## config.mk

```make
export PLATFORM = sky130hd
export DESIGN_NAME = pad_continuity_wrap
export DESIGN_NICKNAME = d
export VERILOG_FILES = /design/src/rtl/pad_continuity_pkg.sv /design/src/rtl/pad_strap_latch.sv /design/src/rtl/pad_xnor_chain.sv /design/src/rtl/pad_mode_mux.sv /design/src/rtl/pad_continuity_wrap.sv
export SDC_FILE = /design/constraint.sdc
export NUM_CORES = 1
export LEC_CHECK = 0
export BUFFER_PORTS_ARGS = -buffer_cell sky130_fd_sc_hd__buf_4
export CAP_MARGIN = 20
export CORE_ASPECT_RATIO = 0.6
export CORE_MARGIN = 3
export CORE_UTILIZATION = 23
export DETAILED_ROUTE_END_ITERATION = 8
export PLACE_DENSITY = 0.88
export REMOVE_ABC_BUFFERS = 1
export SETUP_SLACK_MARGIN = 0.05
export SYNTH_ARGS = -nofsm -noshare
export SYNTH_HDL_FRONTEND = slang
export SYNTH_SLANG_ARGS = --single-unit
```

## constraint.sdc

```tcl
create_clock -name clk -period 1.6 [get_ports clk]
set_input_delay 0.32 -clock clk [delete_from_list [all_inputs] [get_ports clk]]
set_output_delay 0.32 -clock clk [all_outputs]
set_load 0.1 [all_outputs]
```

## src/rtl/pad_continuity_pkg.sv

```systemverilog
package pad_continuity_pkg;

   typedef enum logic {
      MODE_FUNCTIONAL = 1'b0,
      MODE_CONTINUITY = 1'b1
   } pad_mode_e;

   typedef enum logic [1:0] {
      CHAIN_CASCADE = 2'd0,
      CHAIN_TREE    = 2'd1
   } chain_style_e;

   function automatic pad_mode_e decode_straps(input logic frame_n, input logic data0);
      return (!frame_n && !data0) ? MODE_CONTINUITY : MODE_FUNCTIONAL;
   endfunction

endpackage

```

## src/rtl/pad_strap_latch.sv

```systemverilog
module pad_strap_latch
   import pad_continuity_pkg::*;
(
   input  logic      clk,
   input  logic      rst_n,
   input  logic      frame_n,
   input  logic      data0,
   output pad_mode_e mode,
   output logic      release_seen
);

   logic      rst_seen_q = 1'b1;
   pad_mode_e mode_q     = MODE_FUNCTIONAL;

   assign release_seen = rst_n && !rst_seen_q;

   always_ff @(posedge clk) begin
      rst_seen_q <= rst_n;
   end

   always_ff @(posedge clk) begin
      if (release_seen) begin
         mode_q <= decode_straps(frame_n, data0);
      end
   end

   assign mode = mode_q;

endmodule

```

## src/rtl/pad_xnor_chain.sv

```systemverilog
module pad_xnor_chain
   import pad_continuity_pkg::*;
#(
   parameter int                    NUM_PADS = 16,
   parameter logic [NUM_PADS-1:0]   MASK     = '1,
   parameter chain_style_e          STYLE    = CHAIN_CASCADE
) (
   input  logic [NUM_PADS-1:0] pads,
   output logic                result
);

   function automatic int pos_of(input int idx);
      int c;
      c = 0;
      for (int j = 0; j < idx; j++) begin
         if (MASK[j]) c++;
      end
      return c;
   endfunction

   localparam int NPART = pos_of(NUM_PADS);
   localparam logic TREE_INV = logic'((NPART - 1) % 2);

   if (NPART < 2) begin : g_bad_count
      $error("pad_xnor_chain: at least two participating pads are required");
   end

   logic [NPART-1:0] members;
   logic             unused_excluded;

   assign unused_excluded = ^(pads & ~MASK);

   for (genvar i = 0; i < NUM_PADS; i++) begin : g_pick
      if (MASK[i]) begin : g_in
         assign members[pos_of(i)] = pads[i];
      end
   end

   if (STYLE == CHAIN_CASCADE) begin : g_cascade
      logic [NPART-2:0] stage;
      assign stage[0] = ~(members[0] ^ members[1]);
      for (genvar k = 1; k < NPART - 1; k++) begin : g_stage
         assign stage[k] = ~(stage[k-1] ^ members[k+1]);
      end
      assign result = stage[NPART-2];
   end else begin : g_tree
      assign result = (^members) ^ TREE_INV;
   end

endmodule

```

## src/rtl/pad_mode_mux.sv

```systemverilog
module pad_mode_mux
   import pad_continuity_pkg::*;
#(
   parameter int NUM_PADS      = 16,
   parameter int CHAIN_OUT_PAD = 0
) (
   input  pad_mode_e           mode,
   input  logic                chain_bit,
   input  logic [NUM_PADS-1:0] pad_in,
   input  logic [NUM_PADS-1:0] core_out,
   input  logic [NUM_PADS-1:0] core_oe,
   output logic [NUM_PADS-1:0] core_in,
   output logic [NUM_PADS-1:0] pad_out,
   output logic [NUM_PADS-1:0] pad_oe
);

   logic testing;
   assign testing = (mode == MODE_CONTINUITY);

   assign core_in = testing ? '0 : pad_in;

   for (genvar i = 0; i < NUM_PADS; i++) begin : g_pad
      if (i == CHAIN_OUT_PAD) begin : g_tap
         assign pad_out[i] = testing ? chain_bit : core_out[i];
         assign pad_oe[i]  = testing ? 1'b1      : core_oe[i];
      end else begin : g_plain
         assign pad_out[i] = testing ? 1'b0 : core_out[i];
         assign pad_oe[i]  = testing ? 1'b0 : core_oe[i];
      end
   end

endmodule

```

## src/rtl/pad_continuity_wrap.sv

```systemverilog
module pad_continuity_wrap
   import pad_continuity_pkg::*;
#(
   parameter int                  NUM_PADS      = 16,
   parameter int                  CHAIN_OUT_PAD = 5,
   parameter logic [NUM_PADS-1:0] CHAIN_MASK    = '1,
   parameter chain_style_e        CHAIN_STYLE   = CHAIN_CASCADE
) (
   input  logic                clk,
   input  logic                sys_rst_n,
   input  logic                lpc_frame_n,
   input  logic                lpc_data0,
   input  logic [NUM_PADS-1:0] pad_in,
   input  logic [NUM_PADS-1:0] core_out,
   input  logic [NUM_PADS-1:0] core_oe,
   output logic [NUM_PADS-1:0] core_in,
   output logic [NUM_PADS-1:0] pad_out,
   output logic [NUM_PADS-1:0] pad_oe
);

   localparam logic [NUM_PADS-1:0] OUT_BIT  = NUM_PADS'(1) << CHAIN_OUT_PAD;
   localparam logic [NUM_PADS-1:0] EFF_MASK = CHAIN_MASK & ~OUT_BIT;

   if (NUM_PADS < 3) begin : g_bad_width
      $error("pad_continuity_wrap: NUM_PADS must be at least 3");
   end
   if (CHAIN_OUT_PAD < 0 || CHAIN_OUT_PAD >= NUM_PADS) begin : g_bad_tap
      $error("pad_continuity_wrap: CHAIN_OUT_PAD out of range");
   end

   pad_mode_e mode;
   logic      release_seen;
   logic      chain_bit;

   pad_strap_latch u_latch (
      .clk          (clk),
      .rst_n        (sys_rst_n),
      .frame_n      (lpc_frame_n),
      .data0        (lpc_data0),
      .mode         (mode),
      .release_seen (release_seen)
   );

   pad_xnor_chain #(
      .NUM_PADS (NUM_PADS),
      .MASK     (EFF_MASK),
      .STYLE    (CHAIN_STYLE)
   ) u_chain (
      .pads   (pad_in),
      .result (chain_bit)
   );

   pad_mode_mux #(
      .NUM_PADS      (NUM_PADS),
      .CHAIN_OUT_PAD (CHAIN_OUT_PAD)
   ) u_mux (
      .mode      (mode),
      .chain_bit (chain_bit),
      .pad_in    (pad_in),
      .core_out  (core_out),
      .core_oe   (core_oe),
      .core_in   (core_in),
      .pad_out   (pad_out),
      .pad_oe    (pad_oe)
   );

endmodule

```

==> results.sh, run 1 <==
export IMPL_cts_resized=207
export IMPL_yosys_warnings=0
export IMPL_stop_stage="clock tree synthesis"
export IMPL_die_h_um=43.1
export IMPL_cts_root_buf="clkbuf_8"
export IMPL_clock_sinks=2
export IMPL_synth_cells=68
export IMPL_synth_cell_area_um2=528
export IMPL_die_w_um=67.9
export IMPL_gp_congestion=0.655
export IMPL_ios=100
export IMPL_cts_inserted_buffers=3
export IMPL_dp_cells=192
export IMPL_ys_types=11
export IMPL_io_buffers=99
export IMPL_start_util_pct=26.4
export IMPL_cts_buffer_depth=2
export IMPL_cts_setup_buffers=3
export IMPL_postSynthAreaPerCell_um2=7.76
export IMPL_placementRows=12
export IMPL_status="stopped before the end"
export IMPL_pre_cts_ws_ps=-477
export IMPL_cts_max_level=1
export IMPL_synth_seq_cells=2
export IMPL_yosysSeqAreaShare_pct=9.48
export IMPL_cts_hold_buf=0
export IMPL_firstError="[ERROR DPL-0038] Utilization greater than 100%, impossible to legalize"
## logic make-up after synthesis
kind of cell	synth area share, %
multiplexers	2.84
XOR/XNOR	26.1
flip-flops	9.48
buffers and inverters	3.55
AND/OR/NAND/NOR	58.1
## stage by stage
| stage | utilization (%) | area, um^2 | setup TNS, ps |
|---|---|---|---|
| 2_1_floorplan | - | 509 | -47370 |
| 3_3_place_gp | 65.2 | 1300 | -440 |
| 3_5_place_dp | 65.2 | 1300 | -477 |
## Yosys cell counts
cell	number	area (um^2)
nor2b_1	46	288
xnor2_1	7	61.3
clkbuf_1	5	18.8
xnor3_1	3	67.6
dfxtp_1	1	20.0
edfxtp_1	1	30.0
mux2_4	1	15.0
nor2_1	1	3.75
nor2b_2	1	8.76
or2_2	1	6.26
xor2_1	1	8.76
==> inputs of run 2 (changes only) <==
- CORE_AREA: not set -> 3 3 64 66
- CORE_ASPECT_RATIO: 0.6 -> not set
- CORE_MARGIN: 3 -> not set
- CORE_UTILIZATION: 23 -> not set
- DIE_AREA: not set -> 0 0 67 69
- PLACE_DENSITY: 0.88 -> not set
- PLACE_DENSITY_LB_ADDON: not set -> 0.15
- SETUP_SLACK_MARGIN: 0.05 -> not set
- clock period: 1.6 -> 2.1 ns (I/O delays scaled with it)
==> run 2 against run 1 <==
  * The flow now finishes, with violations (negative setup slack)
  * Synthesized cell count unchanged
  * Synthesized area unchanged
==> results.sh, run 2 <==
export IMPL_status="finished, violations left"
export IMPL_violations="negative setup slack"
export IMPL_hold_class="input pin to flop"
export IMPL_cts_buffer_depth=2
export IMPL_crit_arrival_ps=1750
export IMPL_die_w_um=67
export IMPL_synth_cells=68
export IMPL_grt_pass1_vias=760
export IMPL_slowest_delay_ps=370
export IMPL_synth_seq_cells=2
export IMPL_worstRegToRegCells=1
export IMPL_setup_ws_ps=-72.2
export IMPL_min_path_cells=1
export IMPL_synthFlopType="edfxtp_1"
export IMPL_gp_congestion=0.667
export IMPL_fin_area_um2=1400
export IMPL_yosysSeqAreaShare_pct=9.48
export IMPL_worstMarginPinSlew_ps=324
export IMPL_worstReg2RegStart="u_latch.rst_seen_q"
export IMPL_max_freq_mhz=460
export IMPL_fin_crit_sh_pct=103
export IMPL_io_buffers=99
export IMPL_synth_area_leaders="nor2b_1, xnor3_1, xnor2_1, edfxtp_1, dfxtp_1"
export IMPL_yosys_warnings=0
export IMPL_start_util_pct=14.5
export IMPL_grt_usage_pct=8.71
export IMPL_critPathSlowestCell="xnor3_1"
export IMPL_cp_top_family="XOR/XNOR gates"
export IMPL_grt_first_pass_wirelength_um=3220
export IMPL_die_h_um=69
export IMPL_vias=800
export IMPL_ys_types=11
export IMPL_p_leak_nw=0.731
export IMPL_ant_nets=0
export IMPL_yosysTopAreaCell="nor2b_1"
export IMPL_top_layer_used="met3"
export IMPL_seq_area_um2=50.0
export IMPL_viasPerCell=3.72
export IMPL_setup_viol=1
export IMPL_worstSetupPathType="input pin to primary output"
export IMPL_total_power_w=0.000889
export IMPL_yosysTopAreaCellShare_pct=54.5
export IMPL_wl_met3_um=284
export IMPL_area_delta_synth_final_pct=165
export IMPL_yosysMostFrequentCell="nor2b_1"
export IMPL_crit_top_cell="xnor3_1"
export IMPL_dpl_hpwl_um=1920
export IMPL_cts_root_buf="clkbuf_8"
export IMPL_tns_ps=-72.2
export IMPL_layout_commonest_cell="buf_4"
export IMPL_grt_ovfl_total=0
export IMPL_dr_pass1_iters=2
export IMPL_pre_cts_ws_ps=-155
export IMPL_cp_buffers_inverters=2
export IMPL_finalWorstPathRequiredPeriod_ps=2170
export IMPL_r2r_end="u_latch.mode"
export IMPL_synth_edff_count=1
export IMPL_drc=0
export IMPL_cts_hold_buf=0
export IMPL_cts_max_level=1
export IMPL_placementRows=22
export IMPL_cp_required_ps=1680
export IMPL_n_antenna_cell=0
export IMPL_synth_cell_area_um2=528
export IMPL_final_cell_mix="buf_4, nor2b_1, xnor2_1"
export IMPL_ir_drop_uv=338
export IMPL_finalClockSkew_ps=5.86
export IMPL_nFillCells=409
export IMPL_fin_nets=220
export IMPL_holdWs_ps=325
export IMPL_cts_tree="done"
export IMPL_grt_max_degree=42
export IMPL_post_dp_cell_area_um2=1330
export IMPL_holdCritStartpoint="sys_rst_n"
export IMPL_crit_path_max_fanout=2
export IMPL_routed_wl_um=2230
export IMPL_cts_inserted_buffers=3
export IMPL_drv_cap=0
export IMPL_coreArea_um2=3630
export IMPL_startpoint_type="input pin"
export IMPL_multiInputGateArea_um2=459
export IMPL_regToRegSetupSlack_ps=1410
export IMPL_power_density_nw_per_um2=636
export IMPL_min_to="u_latch.rst_seen_q"
export IMPL_clock_latency_ps=210
export IMPL_ios=100
export IMPL_slew_viol_final=0
export IMPL_ys_async_sr_fraction_pct=0
export IMPL_clock_sinks=2
export IMPL_postSynthAreaPerCell_um2=7.76
export IMPL_wl_per_cell_um=10.4
export IMPL_drt_iter0_drc=16
export IMPL_antenna_found_initial=0
export IMPL_slew_headroom_pct=78.4
export IMPL_hold_viol=0
export IMPL_crit_chain="buf_6 -> xnor3_1 -> xnor3_1 -> xnor3_1 -> mux2_4 -> buf_12"
export IMPL_cts_clk_slew_worst_paths_ps=30
export IMPL_drive_above_1_share_pct=63.5
export IMPL_wl_met1_um=622
export IMPL_rsz0062_at_grt="true"
export IMPL_die_area_um2=4620
export IMPL_worst_setup_path_end_kind="primary output"
export IMPL_route_met2_wl_um=1330
export IMPL_synth_common_cells="nor2b_1, xnor2_1, clkbuf_1, xnor3_1"
## run 2: worst max-delay path by stage
stage | from | to | depth (start not counted)
6_report | pad_in[13] | pad_out[5] | 6
5_1_grt | pad_in[13] | pad_out[5] | 6
4_1_cts | pad_in[13] | pad_out[5] | 6
3_5_place_dp | pad_in[11] | pad_out[5] | 6
3_3_place_gp | pad_in[11] | pad_out[5] | 6
2_1_floorplan | u_latch.mode | core_in[0] | 1
## run 2: report_power, final
part           switching [W]  internal [W]  leakage [nW]   total, W
logic               0.000460      0.000224         0.690   0.000685
clock network      0.0000303      0.000129        0.0228   0.000159
registers         0.00000235     0.0000434        0.0181  0.0000458
## run 2: kinds of logic (layout without fill, tap and decap cells)
group                  Yosys count  in the layout  synth area share [%]
AND/OR/NAND/NOR                 49             49                  58.1
multiplexers                     1              1                  2.84
flip-flops                       2              2                  9.48
XOR/XNOR                        11             11                  26.1
buffers and inverters            5            104                  3.55
## run 2: what timing repair did
action	CTS	global route
endpoints found under the setup margin	1	1
setup buffers	0	0
pin swaps	1	0
gates resized for setup	5	0
## run 2: final cells by class
class	count	area share (%)
Sequential cell	2	3.58
Tap cell	48	4.30
Clock buffer	4	3.22
Timing Repair Buffer	100	56.0
Multi-Input combinational cell	61	32.9
## run 2: per-stage QoR
step                      cells  utilization, %
after CTS                   215            38.5
after global placement      211            36.7
final                       215            38.5
after global routing        215            38.5
after floorplan              63               -
after detailed placement    211            36.7
## run 2: routing by layer
| layer | GRT usage [%] | vias to the layer above |
|---|---|---|
| li1 | - | 405 |
| met1 | 7.40 | 350 |
| met2 | 18.1 | 45 |
| met3 | 2.77 | 0 |
| met4 | 2.03 | 0 |
| met5 | 0 | - |
(Power assumes the default switching activity.)
==> inputs of run 3 (changes only) <==
- clock period: 2.1 -> 1.9 ns (I/O delays scaled with it)
==> run 3 against run 2 <==
  * The run still ends with negative setup slack left
  * Flip-flop and latch count stayed put
  * Setup slack worse by 120 ps
  * Clock skew about the same
  * Non-clock buffer count grew 1
  * Power rose by 11%
==> results.sh, run 3 (synthesis results as in run 2) <==
export IMPL_worstSetupPathType="input pin to primary output"
export IMPL_vias=792
export IMPL_slowest_delay_ps=370
export IMPL_die_h_um=69
export IMPL_grtUsageMet2_pct=18.2
export IMPL_min_path_cells=1
export IMPL_rsz0062_at_grt="true"
export IMPL_grt_first_pass_wirelength_um=3190
export IMPL_fin_area_um2=1410
export IMPL_crit_arrival_ps=1720
export IMPL_slew_headroom_pct=81.2
export IMPL_clock_sinks=2
export IMPL_viasPerCell=3.67
export IMPL_startpoint_type="input pin"
export IMPL_dr_pass1_iters=2
export IMPL_cp_required_ps=1520
export IMPL_post_route_util_pct=38.8
export IMPL_slew_viol_final=0
export IMPL_worstReg2RegStart="u_latch.rst_seen_q"
export IMPL_cts_tree="done"
export IMPL_pre_cts_ws_ps=-275
export IMPL_fin_crit_sh_pct=110
export IMPL_p_leak_nw=0.737
export IMPL_status="finished, violations left"
export IMPL_met1_usage_pct=6.61
export IMPL_crit_path_max_fanout=2
export IMPL_die_area_um2=4620
export IMPL_cts_clk_slew_worst_paths_ps=30
export IMPL_drt_iter0_drc=11
export IMPL_drv_cap=0
export IMPL_final_cell_mix="buf_4, nor2b_1, xnor2_1"
export IMPL_grt_pass1_vias=747
export IMPL_dpl_hpwl_um=1890
export IMPL_die_w_um=67
export IMPL_cts_inserted_buffers=3
export IMPL_layout_commonest_cell="buf_4"
export IMPL_drive_above_1_share_pct=63.7
export IMPL_drc=0
export IMPL_ir_drop_uv=393
export IMPL_r2r_end="u_latch.mode"
export IMPL_finalClockSkew_ps=5.76
export IMPL_min_to="u_latch.rst_seen_q"
export IMPL_fin_nets=221
export IMPL_post_dp_cell_area_um2=1330
export IMPL_critPathSlowestCell="xnor3_1"
export IMPL_crit_top_cell="xnor3_1"
export IMPL_coreArea_um2=3630
export IMPL_hold_viol=0
export IMPL_busiest_layer="met2"
export IMPL_grt_max_degree=42
export IMPL_cts_hold_buf=0
export IMPL_gp_congestion=0.667
export IMPL_holdCritStartpoint="sys_rst_n"
export IMPL_worstRegToRegCells=1
export IMPL_antenna_found_initial=0
export IMPL_placementRows=22
export IMPL_clock_latency_ps=210
export IMPL_crit_chain="buf_6 -> xnor3_1 -> xnor3_1 -> xnor3_1 -> mux2_4 -> buf_12"
export IMPL_wl_per_cell_um=10.3
export IMPL_violations="negative setup slack"
export IMPL_ios=100
export IMPL_routed_wl_um=2220
export IMPL_grt_ovfl_total=0
export IMPL_use_met3_pct=3.42
export IMPL_worstMarginPinSlew_ps=284
export IMPL_hold_class="input pin to flop"
export IMPL_setup_ws_ps=-197
export IMPL_setup_viol=1
export IMPL_worst_setup_path_end_kind="primary output"
export IMPL_holdWs_ps=286
export IMPL_cts_buffer_depth=2
export IMPL_crit_start="pad_in[11]"
export IMPL_max_freq_mhz=477
export IMPL_area_delta_synth_final_pct=167
export IMPL_n_antenna_cell=0
export IMPL_power_density_nw_per_um2=699
export IMPL_start_util_pct=14.5
export IMPL_io_buffers=99
export IMPL_grt_usage_pct=8.61
export IMPL_finalWorstPathRequiredPeriod_ps=2100
export IMPL_cts_root_buf="clkbuf_8"
export IMPL_ant_nets=0
export IMPL_regToRegSetupSlack_ps=1210
export IMPL_cts_max_level=1
run 3: worst max path at each step:
stage            endpoint  depth (start not counted)
2_1_floorplan  core_in[0]                          1
3_3_place_gp   pad_out[5]                          6
3_5_place_dp   pad_out[5]                          6
4_1_cts        pad_out[5]                          6
5_1_grt        pad_out[5]                          6
6_report       pad_out[5]                          6
run 3: what timing repair did:
| action | 4_1_cts | 5_1_grt |
|---|---|---|
| pin swaps | 1 | 1 |
| endpoints found under the setup margin | 2 | 1 |
| gates resized for setup | 5 | 1 |
| setup buffers | 1 | 0 |
run 3: cell type report:
cell class / instances / area (um^2)
fillers: 409 / 2220
repair buffers: 101 / 795
multi-input cells: 61 / 459
well taps: 48 / 60.1
flip-flops and latches: 2 / 50.0
clock buffers: 4 / 45.0
run 3: power by group:
part           switching (W)   total, W  internal, W
sequential        0.00000121  0.0000492    0.0000480
combinational       0.000511   0.000760     0.000250
clock              0.0000337   0.000176     0.000142
total               0.000546   0.000985     0.000440
run 3: layer usage:
metal  share of wire [%]  vias to the layer above  wire length [um]
met5                   0                        -                 0
li1                    -                      404                 -
met3                  14                        0               304
met4                   0                        0                 0
met2                  60                       45              1330
met1                  26                      343               583
run 3: worst max-delay path: cells and delay by family:
family | cells | cell delay, ps
xor+xnor | 3 | 820
mux | 1 | 280
buf+inv | 2 | 240
run 3: metrics by stage:
step / instances / setup TNS, ps / power (W)
after floorplan: 63 / -35850 / 0.000597
after global placement: 211 / -236 / 0.000782
after detailed placement: 211 / -275 / 0.000787
after CTS: 216 / -215 / 0.00100
after global routing: 216 / -239 / 0.00102
final: 216 / -197 / 0.000985
==> inputs of run 4 (changes only) <==
- RECOVER_POWER: not set -> 50
==> run 4 against run 3 <==
  * Critical endpoint unchanged
  * Highest routed layer unchanged
  * Clock-buffer cell count is the same
  * Die area unchanged
  * The run still ends with negative setup slack left
  * Flip-flop and latch count unchanged
  * Global-route usage did not move
  * Power fell by 1.2%
  * Critical path type unchanged
==> results.sh, run 4 (synthesis results as in run 2) <==
export IMPL_die_h_um=69
export IMPL_routed_wl_um=2210
export IMPL_power_density_nw_per_um2=710
export IMPL_worst_setup_path_end_kind="primary output"
export IMPL_slew_headroom_pct=67.7
export IMPL_grt_ovfl_total=0
export IMPL_placementRows=22
export IMPL_clock_latency_ps=210
export IMPL_dpl_hpwl_um=1890
export IMPL_cts_root_buf="clkbuf_8"
export IMPL_layout_commonest_cell="buf_4"
export IMPL_cp_buffers_inverters=2
export IMPL_gp_congestion=0.667
export IMPL_grt_max_degree=42
export IMPL_cts_max_level=1
export IMPL_finalClockSkew_ps=5.75
export IMPL_cts_tree="done"
export IMPL_crit_arrival_ps=1720
export IMPL_cp_required_ps=1520
export IMPL_holdWs_ps=309
export IMPL_max_freq_mhz=477
export IMPL_startpoint_type="input pin"
export IMPL_nFillCells=417
export IMPL_worstSetupPathType="input pin to primary output"
export IMPL_vias=794
export IMPL_status="finished, violations left"
export IMPL_antenna_found_initial=0
export IMPL_area_delta_synth_final_pct=160
export IMPL_wl_per_cell_um=10.2
export IMPL_grt_usage_pct=8.61
export IMPL_die_area_um2=4620
export IMPL_drt_iter0_drc=13
export IMPL_fin_crit_sh_pct=110
export IMPL_n_antenna_cell=0
export IMPL_violations="negative setup slack"
export IMPL_critPathSlowestCell="xnor3_1"
export IMPL_cts_buffer_depth=2
export IMPL_dr_pass1_iters=2
export IMPL_setup_ws_ps=-197
export IMPL_cts_inserted_buffers=3
export IMPL_finalWorstPathRequiredPeriod_ps=2100
export IMPL_seq_area_um2=50.0
export IMPL_final_cell_mix="buf_4, nor2b_1, buf_2"
export IMPL_cts_clk_slew_worst_paths_ps=30
export IMPL_cp_top_family="XOR/XNOR gates"
export IMPL_crit_top_cell="xnor3_1"
export IMPL_multiInputGateArea_um2=459
export IMPL_worstMarginPinSlew_ps=488
export IMPL_fin_nets=221
export IMPL_ant_nets=0
export IMPL_ios=100
export IMPL_setup_viol=1
export IMPL_grt_first_pass_wirelength_um=3190
export IMPL_slew_viol_final=0
export IMPL_hold_class="input pin to flop"
export IMPL_hold_viol=0
export IMPL_crit_path_max_fanout=2
export IMPL_drv_cap=0
export IMPL_tns_ps=-197
export IMPL_slowest_delay_ps=370
export IMPL_drive_above_1_share_pct=63.7
export IMPL_post_route_util_pct=37.7
export IMPL_ir_drop_uv=392
export IMPL_die_w_um=67
export IMPL_start_util_pct=14.5
export IMPL_coreArea_um2=3630
export IMPL_grt_pass1_vias=747
export IMPL_crit_chain="buf_6 -> xnor3_1 -> xnor3_1 -> xnor3_1 -> mux2_4 -> buf_12"
export IMPL_rsz0062_at_grt="true"
export IMPL_clock_sinks=2
export IMPL_io_buffers=99
export IMPL_viasPerCell=3.68
export IMPL_drc=0
export IMPL_p_leak_nw=0.728
run 4: cell types whose count changed in the layout (fill, tap and decap cells not counted), sizes merged:
cell and change:
clkbuf +9, buf -9
run 4: cell type report:
| type | count | share of cell area (%) |
|---|---|---|
| well taps | 48 | 4.38 |
| repair buffers | 101 | 55.2 |
| clock buffers | 4 | 3.28 |
| multi-input cells | 61 | 33.5 |
| flip-flops and latches | 2 | 3.65 |
run 4: per-stage QoR:
step | cell area (um^2) | total power, W | cells | setup slack [ps]
finish | 1370 | 0.000974 | 216 | -197
global route | 1370 | 0.00101 | 216 | -239
CTS | 1410 | 0.00100 | 216 | -215
detailed placement | 1330 | 0.000787 | 211 | -275
global placement | 1330 | 0.000782 | 211 | -236
floorplan | 509 | 0.000597 | 63 | -788
run 4: worst paths after layout:
| check | from | to | slack (ps) | cells after the start |
|---|---|---|---|---|
| max | pad_in[11] | pad_out[5] | -200 | 6 |
| max reg2reg | u_latch.rst_seen_q | u_latch.mode | 1210 | 1 |
| min reg2reg | u_latch.rst_seen_q | u_latch.mode | 500 | 1 |
| min | sys_rst_n | u_latch.rst_seen_q | 310 | 1 |
run 4: where the power goes:
part,internal (W),switching (W)
sequential,0.0000480,0.00000121
combinational,0.000239,0.000510
clock,0.000142,0.0000337
run 4: layer usage:
layer / part of all wire [%] / GRT usage (%) / up-vias
li1: - / - / 404
met1: 26 / 6.61 / 345
met2: 60 / 18.2 / 45
met3: 14 / 3.42 / 0
met4: 0 / 2.03 / 0
met5: 0 / 0 / -
run 4: repair_timing:
action,4_1_cts,5_1_grt
hold buffers,0,0
endpoints found under the hold margin,0,0
gates resized for setup,5,1
buffers inserted,1,0
setup endpoints to repair,2,1
pin swaps,1,1
